--- config.mk ---
export PLATFORM = sky130hd
export DESIGN_NAME = usbh_rst_track
export DESIGN_NICKNAME = d
export VERILOG_FILES = /design/src/rtl/usbh_rst_pkg.sv /design/src/rtl/usbh_rst_ctl.sv /design/src/rtl/usbh_rst_engine.sv /design/src/rtl/usbh_rst_status.sv /design/src/rtl/usbh_rst_track.sv
export SDC_FILE = /design/constraint.sdc
export NUM_CORES = 1
export LEC_CHECK = 0
export BUFFER_PORTS_ARGS = -buffer_cell sky130_fd_sc_hd__buf_2
export CELL_PAD_IN_SITES_DETAIL_PLACEMENT = 1
export CELL_PAD_IN_SITES_GLOBAL_PLACEMENT = 1
export CORE_AREA = 2 2 39 41
export CTS_CLUSTER_SIZE = 14
export DETAILED_ROUTE_END_ITERATION = 8
export DIE_AREA = 0 0 41 43
export GPL_TIMING_DRIVEN = 0
export PLACE_DENSITY = 0.68
export SLEW_MARGIN = 10
export SYNTH_ARGS = -nofsm -noshare
export SYNTH_HDL_FRONTEND = slang
export SYNTH_SLANG_ARGS = --single-unit
export TNS_END_PERCENT = 20
--- constraint.sdc ---
create_clock -name clk -period 4.48 [get_ports clk]
set_clock_uncertainty 0.2 [all_clocks]
set_input_delay 0.672 -clock clk [delete_from_list [all_inputs] [get_ports clk]]
set_output_delay 0.672 -clock clk [all_outputs]
set_load 0.005 [all_outputs]
--- src/rtl/usbh_rst_pkg.sv ---
package usbh_rst_pkg;
  localparam int CODE_W = 3;
  typedef logic [CODE_W-1:0] spd_code_t;

  localparam spd_code_t SPD_NONE  = 3'b000;
  localparam spd_code_t SPD_LOW   = 3'b001;
  localparam spd_code_t SPD_FULL  = 3'b010;
  localparam spd_code_t SPD_HIGH  = 3'b011;
  localparam spd_code_t SPD_BUSY  = 3'b100;
  localparam spd_code_t SPD_CHIRP = 3'b111;
endpackage

--- src/rtl/usbh_rst_ctl.sv ---
module usbh_rst_ctl (
  input  logic clk,
  input  logic rst,
  input  logic wr,
  input  logic wdata,
  output logic set_req,
  output logic bit_q
);
  assign set_req = wr & wdata;

  always_ff @(posedge clk) begin
    if (rst)     bit_q <= 1'b0;
    else if (wr) bit_q <= wdata;
  end
endmodule

--- src/rtl/usbh_rst_engine.sv ---
module usbh_rst_engine
  import usbh_rst_pkg::*;
(
  input  logic      clk,
  input  logic      rst,
  input  logic      set_req,
  input  logic      bit_q,
  input  logic      hs_en,
  input  logic      chirp_k,
  input  logic      ls_attach,
  input  logic      fs_attach,
  input  logic      se0_done,
  output spd_code_t hs_d,
  output spd_code_t hs_q
);
  logic lo_q, lo_d;
  logic busy;

  assign busy = hs_q[CODE_W-1];

  always_comb begin
    hs_d = hs_q;
    lo_d = lo_q;
    if (set_req) begin
      hs_d = SPD_BUSY;
      lo_d = 1'b0;
    end else if (busy) begin
      if (bit_q) begin
        if (hs_en && chirp_k) hs_d = SPD_CHIRP;
        if (ls_attach)        lo_d = 1'b1;
        else if (fs_attach)   lo_d = 1'b0;
      end else if (se0_done) begin
        if (hs_q == SPD_CHIRP) hs_d = SPD_HIGH;
        else if (lo_q)         hs_d = SPD_LOW;
        else                   hs_d = SPD_FULL;
      end
    end
  end

  always_ff @(posedge clk) begin
    if (rst) begin
      hs_q <= SPD_NONE;
      lo_q <= 1'b0;
    end else begin
      hs_q <= hs_d;
      lo_q <= lo_d;
    end
  end


  chirp_to_busy_hs_chk: assert property (@(posedge clk) disable iff (rst)
    (busy && bit_q && hs_en && chirp_k && !set_req) |=> (hs_q == SPD_CHIRP));


  hold_until_se0_chk: assert property (@(posedge clk) disable iff (rst)
    (busy && !bit_q && !se0_done && !set_req) |=> (hs_q == $past(hs_q)));


  chirp_resolves_high_chk: assert property (@(posedge clk) disable iff (rst)
    (hs_q == SPD_CHIRP && !bit_q && se0_done && !set_req) |=> (hs_q == SPD_HIGH));
endmodule

--- src/rtl/usbh_rst_status.sv ---
module usbh_rst_status
  import usbh_rst_pkg::*;
#(
  parameter int TMODE_W = 4
) (
  input  logic               clk,
  input  logic               rst,
  input  logic [TMODE_W-1:0] test_mode,
  input  spd_code_t          hs_d,
  output spd_code_t          code_q,
  output logic               chg_q
);
  localparam int OVR_BIT = TMODE_W - 1;

  spd_code_t code_d;

  assign code_d = test_mode[OVR_BIT] ? SPD_HIGH : hs_d;

  always_ff @(posedge clk) begin
    if (rst) begin
      code_q <= SPD_NONE;
      chg_q  <= 1'b0;
    end else begin
      code_q <= code_d;
      chg_q  <= (code_d != code_q);
    end
  end


  chg_means_diff_chk: assert property (@(posedge clk) disable iff (rst)
    chg_q |-> (code_q != $past(code_q)));
endmodule

--- src/rtl/usbh_rst_track.sv ---
module usbh_rst_track
  import usbh_rst_pkg::*;
#(
  parameter int TMODE_W = 4
) (
  input  logic               clk,
  input  logic               rst,
  input  logic               rst_wr,
  input  logic               rst_wdata,
  input  logic               hs_en,
  input  logic [TMODE_W-1:0] test_mode,
  input  logic               chirp_k,
  input  logic               ls_attach,
  input  logic               fs_attach,
  input  logic               se0_done,
  output logic [2:0]         spd_code,
  output logic               spd_chg
);
  localparam int OVR_BIT = TMODE_W - 1;

  logic      set_req, bit_q;
  spd_code_t hs_d, hs_q, code_q;

  usbh_rst_ctl u_ctl (
    .clk(clk), .rst(rst), .wr(rst_wr), .wdata(rst_wdata),
    .set_req(set_req), .bit_q(bit_q)
  );

  usbh_rst_engine u_eng (
    .clk(clk), .rst(rst), .set_req(set_req), .bit_q(bit_q),
    .hs_en(hs_en), .chirp_k(chirp_k), .ls_attach(ls_attach),
    .fs_attach(fs_attach), .se0_done(se0_done),
    .hs_d(hs_d), .hs_q(hs_q)
  );

  usbh_rst_status #(.TMODE_W(TMODE_W)) u_stat (
    .clk(clk), .rst(rst), .test_mode(test_mode), .hs_d(hs_d),
    .code_q(code_q), .chg_q(spd_chg)
  );

  assign spd_code = code_q;


  start_shows_busy_chk: assert property (@(posedge clk) disable iff (rst)
    (rst_wr && rst_wdata && !test_mode[OVR_BIT]) |=> (spd_code == SPD_BUSY));


  test_override_chk: assert property (@(posedge clk) disable iff (rst)
    test_mode[OVR_BIT] |=> (spd_code == SPD_HIGH));


  diff_means_chg_chk: assert property (@(posedge clk) disable iff (rst)
    (!$past(rst) && spd_code != $past(spd_code)) |-> spd_chg);
endmodule

Word level (Yosys, flattened, before mapping)
Index checks and enable logic that the tools add are counted.
Cells by class
  eq/ne operators: 2
  mux-type cells: 10
  bitwise logic cells: 1
  reductions and logical operators: 4
Operators by type and width (number)
  $mux W3: 6
  $mux W2: 2
  $eq A3 B3 Y1 const B: 1
  $ne A3 B3 Y1: 1
  $reduce_and A3 Y1: 1
  $mux W1: 2
  $reduce_bool A2 Y1: 1
  $reduce_or A2 Y1: 1
  $and A1 B1 Y1: 1
  $logic_and A1 B1 Y1: 1
Word-level totals
  bits in registers: 9

Depth between registers and ports, before layout
  depth in word-level cells: 8
  mapped depth: 5

By module
Synthesis repeated with hierarchy kept, for this count alone.
Second synthesis, totals
  cells, all modules: 46
  area, all modules: 411.6 um^2
Modules (own cells, without submodules)
  usbh_rst_engine: cells each 24, instances 1, seq. area each 80.1 um^2, area each 203.9 um^2
  usbh_rst_status: cells each 18, instances 1, seq. area each 80.1 um^2, area each 166.4 um^2
  usbh_rst_ctl: cells each 4, instances 1, seq. area each 20.0 um^2, area each 41.3 um^2

Worst setup path after synthesis
Ideal clock, no wire load.
  path kind: input -> register
  from: input port rst_wr
  to: register u_stat.chg_q
  required time: 4.206 ns
  setup time: 0.074 ns
  setup slack: 2.641 ns
  cell stages on the path: 4
  data arrival time: 1.565 ns
  cells stage by stage: and2_1 -> nor3_1 -> mux2_4 -> a31oi_1
Between the ends
  longest elaborated chain between the ends: 4
RTL lines
  from (decl): line usbh_rst_track.sv:8  | input logic rst_wr,
  $and A1 B1 Y1: line usbh_rst_ctl.sv:9  | assign set_req = wr & wdata;
  $mux W3: line usbh_rst_engine.sv:24  | if (set_req) begin
  $mux W3: line usbh_rst_status.sv:17  | assign code_d = test_mode[OVR_BIT] ? SPD_HIGH : hs_d;
  $ne A3 B3 Y1: line usbh_rst_status.sv:25  | chg_q <= (code_d != code_q);
  to (signal assigned): line usbh_rst_status.sv:25
  to (decl): line usbh_rst_status.sv:11  | output logic chg_q
No other way between the ends.
A chain may end at the register's enable or synchronous reset.

Final worst setup path
  from: input port se0_done
  to: register u_stat.chg_q
Between the ends
  longest elaborated chain between the ends: 6
RTL lines
  from (decl): line usbh_rst_track.sv:15  | input logic se0_done,
  $mux W3: line usbh_rst_engine.sv:32  | end else if (se0_done) begin
  $mux W3: line usbh_rst_engine.sv:28  | if (bit_q) begin
  $mux W3: line usbh_rst_engine.sv:27  | end else if (busy) begin
  $mux W3: line usbh_rst_engine.sv:24
  $mux W3: line usbh_rst_status.sv:17
  $ne A3 B3 Y1: line usbh_rst_status.sv:25
No other way between the ends.

==> run_results.csv <==
group,metric,value,unit
logic_synthesis,synth.area.top_cells,"dfxtp_1 (44%), nand2b_1 (9.2%), nor3_1 (7.3%)",
worst_setup_path,critPathSlowestCell,"a221oi_2",
clock_tree,cts.clk_slew.worst_paths,0.06,ns
logic_synthesis,synthTopCellsByCount,"dfxtp_1 (9), nand2b_1 (6), nor3_1 (6), nand2_1 (4)",
sta,max_freq,564,MHz
worst_setup_path,crit_required,4.48,ns
grt,grt_pass1_wl,1320,um
layout,drive_above_1_share,29.0,%
logic_synthesis,async_flop_share,0,%
logic_synthesis,synth_xor_xnor_area_share,4.28,%
logic_synthesis,synth_compound_area_share,17.7,%
grt,grt-ovfl-total,0,
routing,vias,388,
worst_setup_path,max_stage_delay,0.31,ns
clock_tree,cts_buffer_depth,2,
logic_synthesis,synthCells,45,
logic_synthesis,synth-simple-area-share,29.4,%
die,io_pins,17,
grt,grt_max_degree,8,
logic_synthesis,synth_top_family_by_area,"simple AND/OR/NAND/NOR gates",
logic_synthesis,synthesis.area,409,um^2
die,initial_core_util,29.6,%
clock_tree,root_buffer,"clkbuf_4",
logic_synthesis,synthMuxAreaShare,3.67,%
logic_synthesis,synth_fp_nets,58,
placement,place_congestion,0.671,
clock_tree,cts_made_buffers,3,
clock_tree,cts_resized,0,
worst_hold_path,hold_path.class,"reg -> reg",
die,die_h,43,um
die,dieArea,1760,um^2
logic_synthesis,yosysTopAreaCell,"dfxtp_1",
worst_setup_path,crit_buf_inv,1,
routing,drt-initial-drc-count,4,
layout,nNetsFinal,76,
clock_tree,postCtsSetupRepairBufs,0,
worst_setup_path,start_kind,"input port",
placement,dpl_worst_slack,2.42,ns
clock_tree,ctsHoldBuffers,0,
clock_tree,clock_latency,0.27,ns
worst_setup_path,cp_max_fo,5,
logic_synthesis,yosys.area_share.adder,0,%
run_status,outcome,"finished clean",
sta,rsz0062_at_grt,"no",
grt,grt_pass1_vias,327,
sta,fin_crit,1.77,ns
sta,hold_violations,0,
routing,routed_wl,863,um
logic_synthesis,seq_area_frac_synth,44.0,%
logic_synthesis,yosysMostFrequentCell,"dfxtp_1",
routing,routedWlPerCell,11.1,um
power_and_ir_drop,cellPowerDensity,343,nW/um^2
logic_synthesis,synth-edff-count,0,
sta,fin_crit_sh,39.6,%
layout,syn_to_final_growth,27.2,%
grt,grt_use_total,11.8,%
clock_tree,cts_tree,"done",
layout,final_cell_area,520,um^2
worst_setup_path,end_kind,"flop",
die,rows,14,
routing,drc,0,
logic_synthesis,ys_ff_latch,9,
sta,setup_violations,0,
routing,vias_per_cell,4.97,
sta,setup_ws,2.71,ns
sta,drv_slew,0,
layout,final_core_util,37.6,%
die,die_x,41,um
routing,drt_first_pass_iters,3,
clock_tree,cts_htree_levels,1,
worst_setup_path,cp_top_family,"compound AO/OA/AOI/OAI gates",
power_and_ir_drop,leakagePower,0.226,nW
routing,final_antenna_net_count,0,
power_and_ir_drop,max-vdd-ir-drop,0.000109,V
sta,worst_pin_slew,0.345,ns
logic_synthesis,synth_top_cell_area_share,44.0,%
die,core,1380,um^2
placement,post_dp_cell_area,494,um^2
logic_synthesis,syn-mean-instance-area,9.09,um^2
placement,post-dp-hpwl,685,um
logic_synthesis,synthDistinctLibCells,20,
sta,holdWs,0.313,ns
logic_synthesis,ys_warn_count,0,
sta,timing.setup.tns,0,ns
worst_setup_path,path_cells,"buf_2, nand2b_1, a221oi_2, nor3_1, mux2_4, a31oi_1",
worst_setup_path,worstPathArrival,1.77,ns
logic_synthesis,synth-main-ff-cell,"dfxtp_1",
layout,n_antenna_cell,0,
worst_setup_path,critical_path_class,"in -> reg",
placement,io_buffer_count,13,
sta,relSlewSlack,76.8,%
grt,antenna_found_initial,0,
flow_run,maxCapViolations,0,
clock_tree,cts_sinks,9,
## stage by stage
stage / total power [mW] / std cells
after global placement: 0.115 / 74
after global routing: 0.188 / 78
after CTS: 0.181 / 78
after detailed placement: 0.116 / 74
final: 0.178 / 78
after floorplan: 0.105 / 45
## area by class of cell
cell class / instances / area [um^2]
Tap cell: 16 / 20.0
Clock buffer: 4 / 26.3
Multi-Input combinational cell: 35 / 225
Inverter: 1 / 3.75
Timing Repair Buffer: 13 / 65.1
Sequential cell: 9 / 180
Fill cell: 174 / 863
## layer usage
metal,global-route usage (%),routed length (um)
met2,16.3,428
met3,6.28,45
met1,13.3,365
met4,8.00,23
met5,0,0
## worst register-to-register path: cells and delay by family (launching register included)
kind            cells  cell delay (ns)
flops               1             0.42
mux                 1             0.33
compound gates      1             0.14
simple gates        3             0.56
## where the power goes
| group | leakage [nW] | switching [mW] | total [mW] | internal, mW |
|---|---|---|---|---|
| combinational | 0.137 | 0.0121 | 0.0256 | 0.0135 |
| sequential | 0.0741 | 0.00359 | 0.0878 | 0.0842 |
| clock | 0.0150 | 0.0305 | 0.0650 | 0.0345 |
## path summary, 6_finish.rpt
| path | start | to | slack, ns | cells past startpoint |
|---|---|---|---|---|
| worst min-delay path | u_eng.lo_q | u_eng.lo_q | 0.31 | 2 |
| worst min register to register | u_eng.lo_q | u_eng.lo_q | 0.31 | 2 |
| worst max register to register | u_eng.hs_q[2] | u_stat.chg_q | 2.76 | 5 |
| worst max-delay path | se0_done | u_stat.chg_q | 2.71 | 6 |
## cells by family (layout without fill, tap and decap cells)
| kind of cell | count (synthesis) | count (layout) |
|---|---|---|
| AOI/OAI and AO/OA | 9 | 9 |
| xor gates and xnor gates | 2 | 2 |
| buffers and inverters | 1 | 18 |
| DFF | 9 | 9 |
| muxes | 1 | 1 |
| and+or+nand+nor | 23 | 23 |
## placed cells by master (no fill, tap or decap), drive strengths merged, types with 2 or more instances in the layout
cell type,n
a221oi,2
xnor2,2
dfxtp,9
a21oi,2
nor2,2
nor3,6
clkbuf,4
nand2,4
nor2b,2
buf,13
nand2b,6
## flip-flops by register name, summed over array words and instances, names as in the netlist
signal	cells
u_stat.code_q	3
u_stat.chg_q	1
u_ctl.bit_q	1
u_eng.lo_q	1
u_eng.hs_q	3
Power figures use the tool's default switching activity.
